File: config.mk
export PLATFORM = sky130hd
export DESIGN_NAME = edge_pwm_array
export DESIGN_NICKNAME = d
export VERILOG_FILES = /design/src/rtl/edge_pwm_pkg.sv /design/src/rtl/pwm_regs_ctrl.sv /design/src/rtl/pwm_datapath.sv /design/src/rtl/edge_pwm_array.sv
export SDC_FILE = /design/constraint.sdc
export NUM_CORES = 1
export LEC_CHECK = 0
export ABC_AREA = 1
export BUFFER_PORTS_ARGS = -buffer_cell sky130_fd_sc_hd__clkbuf_2
export CAP_MARGIN = 20
export CORE_MARGIN = 1
export CORE_UTILIZATION = 39
export DETAILED_ROUTE_END_ITERATION = 7
export SYNTH_ARGS = -nofsm -noshare
export SYNTH_HDL_FRONTEND = slang
export SYNTH_SLANG_ARGS = --single-unit
File: constraint.sdc
create_clock -name clk -period 5.2 [get_ports clk]
set_input_delay 1.56 -clock clk [delete_from_list [all_inputs] [get_ports clk]]
set_output_delay 1.56 -clock clk [all_outputs]
set_load 0.03 [all_outputs]
File: src/rtl/edge_pwm_pkg.sv
package edge_pwm_pkg;
  localparam int NUM_CH = 16;
  localparam int STEP_W = 8;
  localparam int ADDR_W = 6;
  localparam int CH_W   = $clog2(NUM_CH);

  // Strobes from the register control to the datapath
  typedef struct packed {
    logic              edgeWr;
    logic              edgeDirect;
    logic              edgeIsFall;
    logic [CH_W-1:0]   edgeCh;
    logic [STEP_W-1:0] edgeData;
    logic              commitArm;
  } pwmStrobe_t;
endpackage

File: src/rtl/pwm_regs_ctrl.sv
module pwm_regs_ctrl
  import edge_pwm_pkg::*;
#(
  parameter int NumCh = NUM_CH,
  parameter int StepW = STEP_W,
  parameter int AddrW = ADDR_W
) (
  input  logic                        clk,
  input  logic                        rstN,
  input  logic                        wrEn,
  input  logic                        rdEn,
  input  logic [AddrW-1:0]            addr,
  input  logic [StepW-1:0]            wrData,
  output logic [StepW-1:0]            rdData,
  input  logic                        periodEnd,
  output pwmStrobe_t                  strb,
  output logic [StepW-1:0]            prescale,
  output logic [StepW-1:0]            periodSteps,
  output logic [NumCh-1:0]            enableVec,
  output logic [NumCh-1:0][StepW-1:0] shRise,
  output logic [NumCh-1:0][StepW-1:0] shFall
);
  localparam int ChW      = $clog2(NumCh);
  localparam int EnBytes  = NumCh / 8;
  localparam int EnBase   = 2;
  localparam int MaskBase = EnBase + EnBytes;
  localparam int SyncAddr = MaskBase + EnBytes;
  localparam logic [AddrW-1:0] EdgeBase = AddrW'(1 << (ChW + 1));

  logic [NumCh-1:0] syncMask;
  logic             armed;
  logic             isEdge;
  logic [ChW-1:0]   edgeCh;
  logic             edgeFall;
  logic [StepW-1:0] readVal;

  assign isEdge   = addr[AddrW-1:ChW+1] == EdgeBase[AddrW-1:ChW+1];
  assign edgeCh   = addr[ChW:1];
  assign edgeFall = addr[0];

  always_comb begin
    readVal = '0;
    if (addr == AddrW'(0)) readVal = prescale;
    if (addr == AddrW'(1)) readVal = periodSteps;
    for (int b = 0; b < EnBytes; b++) begin
      if (addr == AddrW'(EnBase + b))   readVal = enableVec[b*8 +: 8];
      if (addr == AddrW'(MaskBase + b)) readVal = syncMask[b*8 +: 8];
    end
    if (isEdge) readVal = edgeFall ? shFall[edgeCh] : shRise[edgeCh];
  end

  always_ff @(posedge clk or negedge rstN) begin
    if (!rstN) begin
      rdData      <= '0;
      prescale    <= '0;
      periodSteps <= '0;
      enableVec   <= '0;
      syncMask    <= '0;
      shRise      <= '0;
      shFall      <= '0;
      armed       <= 1'b0;
    end else begin
      if (rdEn) rdData <= readVal;
      if (wrEn) begin
        if (addr == AddrW'(0)) prescale    <= wrData;
        if (addr == AddrW'(1)) periodSteps <= wrData;
        for (int b = 0; b < EnBytes; b++) begin
          if (addr == AddrW'(EnBase + b))   enableVec[b*8 +: 8] <= wrData;
          if (addr == AddrW'(MaskBase + b)) syncMask[b*8 +: 8]  <= wrData;
        end
        if (isEdge) begin
          if (edgeFall) shFall[edgeCh] <= wrData;
          else          shRise[edgeCh] <= wrData;
        end
      end
      if (wrEn && addr == AddrW'(SyncAddr) && wrData[0]) armed <= 1'b1;
      else if (periodEnd)                                armed <= 1'b0;
    end
  end

  assign strb.edgeWr     = wrEn && isEdge;
  assign strb.edgeDirect = !syncMask[edgeCh];
  assign strb.edgeIsFall = edgeFall;
  assign strb.edgeCh     = edgeCh;
  assign strb.edgeData   = wrData;
  assign strb.commitArm  = armed;
endmodule

File: src/rtl/pwm_datapath.sv
module pwm_datapath
  import edge_pwm_pkg::*;
#(
  parameter int NumCh = NUM_CH,
  parameter int StepW = STEP_W
) (
  input  logic                        clk,
  input  logic                        rstN,
  input  pwmStrobe_t                  strb,
  input  logic [StepW-1:0]            prescale,
  input  logic [StepW-1:0]            periodSteps,
  input  logic [NumCh-1:0]            enableVec,
  input  logic [NumCh-1:0][StepW-1:0] shRise,
  input  logic [NumCh-1:0][StepW-1:0] shFall,
  output logic [NumCh-1:0]            pwmOut,
  output logic [NumCh-1:0]            actEn,
  output logic                        periodEnd,
  output logic                        stepStart
);
  localparam int ChW = $clog2(NumCh);

  logic [StepW-1:0] preCnt;
  logic [StepW-1:0] stepCnt;
  logic             stepTick;
  logic             doCommit;

  assign stepTick  = preCnt >= prescale;
  assign periodEnd = stepTick && (stepCnt >= periodSteps);
  assign stepStart = preCnt == '0;
  assign doCommit  = periodEnd && strb.commitArm;

  always_ff @(posedge clk or negedge rstN) begin
    if (!rstN) begin
      preCnt  <= '0;
      stepCnt <= '0;
      actEn   <= '0;
    end else begin
      if (stepTick) begin
        preCnt  <= '0;
        stepCnt <= periodEnd ? '0 : stepCnt + 1'b1;
      end else begin
        preCnt  <= preCnt + 1'b1;
      end
      if (periodEnd) actEn <= enableVec;
    end
  end

  for (genvar c = 0; c < NumCh; c++) begin : g_ch
    logic [StepW-1:0] actRise;
    logic [StepW-1:0] actFall;
    logic             chOut;
    logic             chSel;
    logic             hitRise;
    logic             hitFall;

    assign chSel   = strb.edgeWr && strb.edgeDirect && (strb.edgeCh == ChW'(c));
    assign hitRise = stepCnt == actRise;
    assign hitFall = stepCnt == actFall;

    always_ff @(posedge clk or negedge rstN) begin
      if (!rstN) begin
        actRise <= '0;
        actFall <= '0;
        chOut   <= 1'b0;
      end else begin
        if (chSel && !strb.edgeIsFall) actRise <= strb.edgeData;
        else if (doCommit)             actRise <= shRise[c];
        if (chSel && strb.edgeIsFall)  actFall <= strb.edgeData;
        else if (doCommit)             actFall <= shFall[c];
        if (!actEn[c]) begin
          chOut <= 1'b0;
        end else if (stepStart) begin
          if (hitRise && hitFall) chOut <= ~chOut;
          else if (hitRise)       chOut <= 1'b1;
          else if (hitFall)       chOut <= 1'b0;
        end
      end
    end

    assign pwmOut[c] = chOut;
  end
endmodule

File: src/rtl/edge_pwm_array.sv
module edge_pwm_array
  import edge_pwm_pkg::*;
(
  input  logic              clk,
  input  logic              rstN,
  input  logic              wrEn,
  input  logic              rdEn,
  input  logic [ADDR_W-1:0] addr,
  input  logic [STEP_W-1:0] wrData,
  output logic [STEP_W-1:0] rdData,
  output logic [NUM_CH-1:0] pwmOut
);
  pwmStrobe_t                    strb;
  logic [STEP_W-1:0]             prescale;
  logic [STEP_W-1:0]             periodSteps;
  logic [NUM_CH-1:0]             enableVec;
  logic [NUM_CH-1:0][STEP_W-1:0] shRise;
  logic [NUM_CH-1:0][STEP_W-1:0] shFall;
  logic [NUM_CH-1:0]             actEn;
  logic                          periodEnd;
  logic                          stepStart;

  pwm_regs_ctrl #(.NumCh(NUM_CH), .StepW(STEP_W), .AddrW(ADDR_W)) u_ctrl (
    .clk(clk), .rstN(rstN), .wrEn(wrEn), .rdEn(rdEn), .addr(addr),
    .wrData(wrData), .rdData(rdData), .periodEnd(periodEnd), .strb(strb),
    .prescale(prescale), .periodSteps(periodSteps), .enableVec(enableVec),
    .shRise(shRise), .shFall(shFall)
  );

  pwm_datapath #(.NumCh(NUM_CH), .StepW(STEP_W)) u_dp (
    .clk(clk), .rstN(rstN), .strb(strb), .prescale(prescale),
    .periodSteps(periodSteps), .enableVec(enableVec), .shRise(shRise),
    .shFall(shFall), .pwmOut(pwmOut), .actEn(actEn),
    .periodEnd(periodEnd), .stepStart(stepStart)
  );
endmodule

; Yosys cells after proc, flatten, opt, wreduce, memory -nomap -nowiden
; Index checks and enable logic that the tools add are counted.
[word_totals]
register_bits = 617
latchBits = 0
ramBits = 0
rom_bits = 0
inputBits = 18
word_cells = 498
memories = 0
[op_classes]
add_sub_neg = 2
multipliers = 0
div = 0
magnitude_cmp = 4
eq_ne = 85
shifts = 0
mux = 166
bitwise_logic = 17
reduce_logical = 133
[op_table]
columns = operator, n
row1 = $mux W8, 77
row2 = $bwmux W128, 2
row3 = $eq A8 B8 Y1, 32
row4 = $mux W1, 83
row5 = $logic_and A1 B1 Y1, 71
row6 = $reduce_bool A2 Y1, 33
row7 = $bmux W8 S4, 2
row8 = $ne A4 B4 Y1 const B, 16
row9 = $reduce_and A2 Y1, 22
row10 = $demux W8 S4, 1
row11 = $eq A4 B4 Y1 const B, 8
row12 = $ne A2 B2 Y1 const B, 16
row13 = $eq A6 B3 Y1 const B, 3
row14 = $not A1 Y1, 17
row15 = $add A8 B1 Y8 const B, 2
row16 = $eq A4 B3 Y1 const B, 4
row17 = $ge A8 B8 Y1, 2
row18 = $eq A6 B2 Y1 const B, 2
row19 = $eq A4 B2 Y1 const B, 2
row20 = $logic_not A8 Y1, 1
row21 = $eq A6 B1 Y1 const B, 1
row22 = $logic_not A6 Y1, 1
row23 = $reduce_and A3 Y1, 2
row24 = $lt A4 B5 Y1 const B, 1
row25 = 5 further kinds, 6

; Depth between registers and ports, before layout
[logic_depth]
word_depth = 8
mapped_depth = 16

; Hierarchy
; Synthesis repeated with hierarchy kept, for this count alone.
[unflattened]
cells_unflattened = 4538
area_unflattened_um2 = 33059.2
[modules_own_cells]
columns = mod, n_inst, cells_per_inst, area_each_um2, seq_area_each_um2
row1 = pwm_datapath, 1, 2610, 18516.5, 7607.3
row2 = pwm_regs_ctrl, 1, 1928, 14542.7, 7832.5

; Least setup slack after synthesis
; OpenSTA, ideal clock, no wires.
[synth_path]
kind = input port to flip-flop
from = input port addr[1]
to = register u_dp.g_ch[1].actFall[5]
t_arrival_ns = 2.953
required_time_ns = 5.082
path_slack_ns = 2.129
path_stages = 14
path_buffers = 3
path_cell_list = buf_4 > inv_4 > buf_6 > nand2_1 > nand2_1 > nand2_1 > nand2_2 > a21oi_4 > buf_12 > nand4_4 > nand2_4 > inv_2 > nand2_1 > nand2_1
[synth_via]
elab_chain_len = 7
elab_cells_between_ends = 9
classes_between = eq/ne: 1 / mux: 3 / reduce/logical: 5
[synth_rtl]
columns = element, line
row1 = "start, declared", edge_pwm_array.sv:8  ; input logic [ADDR_W-1:0] addr,
row2 = $bmux W1 S4, pwm_regs_ctrl.sv:82  ; assign strb.edgeDirect = !syncMask[edgeCh];
row3 = $mux W1 (not written as such), pwm_regs_ctrl.sv:82
row4 = $logic_not A1 Y1, pwm_regs_ctrl.sv:82
row5 = $logic_and A1 B1 Y1, pwm_datapath.sv:56  ; assign chSel = strb.edgeWr && strb.edgeDirect && (strb.edgeCh == ChW'(c));
row6 = $logic_and A1 B1 Y1 (*), pwm_datapath.sv:56
row7 = $logic_and A1 B1 Y1 (*), pwm_datapath.sv:68  ; if (chSel && strb.edgeIsFall) actFall <= strb.edgeData;
row8 = $mux W8 / $reduce_bool A2 Y1 (equally long branches), --
row9 = "end signal, assigned", pwm_datapath.sv:68
row10 = "end signal, assigned", pwm_datapath.sv:69  ; else if (doCommit) actFall <= shFall[c];
row11 = "end, declared", pwm_datapath.sv:50  ; logic [StepW-1:0] actFall;
; Every way passes the cells marked *; elsewhere a longest branch is shown, timed or not. The select of a mux whose other input is x is not followed.
; A chain may end at the register's enable or synchronous reset.

; Worst setup path in the final report
[layout_path]
from = register u_dp.stepCnt[0]
to = register u_dp.g_ch[8].actRise[3]
[layout_via]
elab_chain_len = 4
[layout_rtl]
columns = element, line
row1 = "start, declared", pwm_datapath.sv:23  ; logic [StepW-1:0] stepCnt;
row2 = "start signal, assigned", pwm_datapath.sv:40  ; stepCnt <= periodEnd ? '0 : stepCnt + 1'b1;
row3 = $ge A8 B8 Y1, pwm_datapath.sv:28  ; assign periodEnd = stepTick && (stepCnt >= periodSteps);
row4 = $logic_and A1 B1 Y1, pwm_datapath.sv:28
row5 = $logic_and A1 B1 Y1, pwm_datapath.sv:30  ; assign doCommit = periodEnd && strb.commitArm;
row6 = $reduce_bool A2 Y1 (no line), --
row7 = "end signal, assigned", pwm_datapath.sv:66  ; if (chSel && !strb.edgeIsFall) actRise <= strb.edgeData;
row8 = "end signal, assigned", pwm_datapath.sv:67  ; else if (doCommit) actRise <= shRise[c];
row9 = "end, declared", pwm_datapath.sv:49  ; logic [StepW-1:0] actRise;
; No other way between the ends.

==> flow_summary_export.csv <==
group,metric,value,unit
floorplan,initial_core_util,39.6,%
pwr,ir_drop,0.232,mV
global_route,antenna_found_initial,3,
placement,routabilityCongestion,0.937,
setup_path,crit_path_start_kind,"register",
clock_tree,cts_made_buffers,73,
setup_path,cpPeakStageDelay,0.67,ns
routing,vias,31127,
sta,fin_crit_sh,72.7,%
floorplan,die_x,297,µm
sta,final_max_slew_viol_count,0,
final_layout,num_antenna_cells,0,
synthesis,synth_cell_type_count,44,
sta,min_period,3.78,ns
global_route,grt_pass1_vias,28832,
clock_tree,clockBufferDepth,3,
synthesis,post_synth.cell_area_avg,7.73,µm²
clock_tree,cts.repair.resized,0,
sta,rsz0062_at_grt,"false",
global_route,grt_pass1_wl,190000,µm
placement,dpl_worst_slack,0.907,ns
final_layout,area.growth.synth_to_final,9.98,%
clock_tree,clock_sinks,617,
clock_tree,post-cts-setup-buffers,0,
pwr,power_density,412,nW/µm²
routing,ant_nets,0,
floorplan,dieHeight,297,µm
sta,setup_violations,0,
floorplan,top_level_ports,42,
synthesis,ys_seq_area_share,45.6,%
synthesis,postSynthCellCount,4379,
routing,remaining_drc_errors,0,
placement,io_buffers,41,
sta,finalSetupTns,0,ns
synthesis,synth_edf_count,0,
clock_tree,clkTransAtPathRegs,0.05,ns
setup_path,reg2reg_depth,13,
min_path,hp-start,"u_ctrl.shFall[12]$_DFFE_PN0P_",
outcome,status,"finished clean",
synthesis,ys_seq_elements,617,
global_route,grt-ovfl-total,0,
final_layout,drive_above_1_share,8.70,%
clock_tree,cts_tree,"yes",
sta,hold_violations,0,
flow_run,maxCapViolCount,0,
sta,slew_headroom,24.4,%
sta,finalClockSkew,0.0194,ns
clock_tree,h-tree-depth,3,
setup_path,arrival,4.33,ns
routing,vias_per_cell,5.68,
routing,drt_pass1_iterations,6,
setup_path,required,5.75,ns
clock_tree,cts_hold_buf,0,
final_layout,final_common_cell,"nand2_1",
routing,wirelength,129000,µm
min_path,holdPathEnd,"u_ctrl.shFall[12]$_DFFE_PN0P_",
setup_path,path_cells,"buf_4, inv_1, ha_1, inv_1, a21oi_1, o21ai_0, nand2_1, nand3_1, nand3_4, inv_4, buf_12, nand3_1, nand3_1",
global_route,grt.total_usage,29.4,%
setup_path,r2r-start,"u_dp.stepCnt[0]$_DFFE_PN0N_",
setup_path,worstSetupEndpointType,"register",
routing,post_drt_wl_per_cell,23.5,µm
setup_path,cp_slowest_cell,"inv_4",
synthesis,yosys_most_used_dff,"dfrtp_1",
pwr,p_leak,0.0183,µW
final_layout,nets,4315,
synthesis,synthArstFlopShare,100,%
sta,worst_slack,1.42,ns
final_layout,mostFrequentLayoutCells,"1,411 x nand2_1, 616 x nand3_1, 609 x dfrtp_1",
min_path,hold_class,"register to register",
setup_path,worstPathMaxFanout,92,
clock_tree,clk_latency,0.63,ns
routing,drt_iter0_markers,3720,
global_route,grt_max_degree,100,
sta,tightest_slew,1.13,ns
floorplan,rows,107,
setup_path,timing.rr.end,"u_dp.g_ch[8].actRise[3]$_DFFE_PN0P_",
setup_path,critPathKind,"register to register",
sta,clock.fmax,264,MHz
setup_path,r2r_slack,1.42,ns
clock_tree,root_buffer,"clkbuf_16",
setup_path,crit_top_cell,"nand3_1",
synthesis,synthesis.nets,4416,
min_path,holdPathStages,2,
synthesis,syn_area,33800,µm²
floorplan,core_area,85500,µm²
synthesis,yosys_warnings,0,
placement,place_hpwl,83100,µm
floorplan,dieArea,88000,µm²
[Yosys cell counts, types with 2 or more instances]
master	instances	area, µm²
inv_1	228	856
o21ai_1	48	240
nor3b_1	2	15.0
a21oi_1	74	370
buf_1	28	105
o221ai_1	3	26.3
or2_2	2	12.5
inv_2	28	105
nand2_1	1411	5300
buf_6	25	282
nand4_4	20	425
nand3_4	11	193
o21a_1	2	15.0
nand2_4	4	45.0
clkinv_1	8	30.0
nor3_1	55	275
buf_2	57	285
nor2_1	138	518
nor2_2	16	100
nand4_1	160	1000
o22ai_1	8	50.1
a21boi_0	3	22.5
buf_12	5	100
nor4_1	19	119
o2111ai_1	3	26.3
xnor2_1	59	517
ha_1	19	238
clkbuf_1	164	616
a22o_1	3	26.3
xor2_1	121	1060
a211oi_1	2	15.0
a41oi_1	7	61.3
dfrtp_1	617	15400
nand3_1	617	3090
nor2_4	11	124
o21ai_0	341	1710
buf_4	30	225
o211a_1	2	20.0
nand2_2	23	144
[stage by stage]
step	utilization [%]	hold WS [ns]	instances	cell area, µm²	power [µW]
2_1_floorplan	-	0.447	4379	33800	8700
3_3_place_gp	40.7	0.464	5347	34800	10100
3_5_place_dp	40.7	0.470	5347	34800	10200
5_1_grt	43.5	0.503	5476	37200	16000
4_1_cts	43.5	0.485	5476	37200	15300
6_report	43.5	0.483	5476	37200	15300
[flip-flops by register name (all words and copies together) (netlist names)]
name,flops
u_dp.stepCnt,8
u_ctrl.shRise,128
u_dp.g_ch.chOut,16
u_ctrl.armed,1
u_ctrl.shFall,128
u_ctrl.enableVec,16
u_dp.actEn,16
u_dp.g_ch.actRise,128
u_ctrl.periodSteps,8
u_ctrl.prescale,8
u_ctrl.rdData,8
u_ctrl.syncMask,16
u_dp.preCnt,8
u_dp.g_ch.actFall,128
[critical path: cells and delay by family, from the launching register on]
kind                     cells  cell delay (ns)
AND/OR/NAND/NOR              5             0.95
buffers and inverters        5             1.77
AO/OA/AOI/OAI                2             0.19
adder cells (fa/ha/maj)      1             0.30
flip-flops                   1             0.34
[worst max path at each step]
| stage | start | to | slack, ns | cells past startpoint |
|---|---|---|---|---|
| final | u_dp.stepCnt[0]$_DFFE_PN0N_ | u_dp.g_ch[8].actRise[3]$_DFFE_PN0P_ | 1.42 | 13 |
| after global routing | addr[2] | u_ctrl.shFall[8]$_DFFE_PN0P_ | 1.24 | 7 |
| after CTS | u_dp.stepCnt[0]$_DFFE_PN0N_ | u_dp.g_ch[8].actRise[3]$_DFFE_PN0P_ | 1.47 | 13 |
| after detailed placement | addr[2] | u_ctrl.shFall[8]$_DFFE_PN0P_ | 0.91 | 7 |
| after global placement | addr[2] | u_ctrl.shFall[10]$_DFFE_PN0P_ | 1.0 | 7 |
| after floorplan | addr[1] | u_dp.g_ch[1].actFall[5]$_DFFE_PN0P_ | 2.13 | 14 |
[layout make-up]
| class | instances | area [µm²] |
|---|---|---|
| multi-input cells | 3188 | 15800 |
| inverters | 265 | 1000 |
| flip-flops and latches | 617 | 15400 |
| well taps | 1144 | 1430 |
| repair buffers | 133 | 1150 |
| clock buffers | 117 | 2250 |
| fillers | 8571 | 48300 |
| clock inverters | 12 | 123 |
[cells by family (layout without fill, tap and decap cells)]
group,Yosys count,count (layout),share of synthesized area [%]
AO/OA/AOI/OAI,499,499,7.71
flip-flops,617,617,45.6
buffers and inverters,574,527,7.71
AND/OR/NAND/NOR,2490,2490,33.6
adder cells (fa/ha/maj),19,19,0.702
XOR/XNOR,180,180,4.66
[report_power, final]
part           internal [µW]  total, µW  switching [µW]
Clock                   3050       5150            2100
Sequential              5650       6390             739
Combinational           1270       3810            2530
Total                   9970      15300            5370
[layer usage]
metal  vias to the layer above  part of all wire, %  GRT usage [%]
met2                      1579                   44           44.9
li1                      14208                    -              -
met4                         4                  5.2           14.5
met5                         -                0.020              0
met3                       341                  9.2           5.30
met1                     14995                   41           40.0
Note: power is estimated with default switching activity, not from simulation.
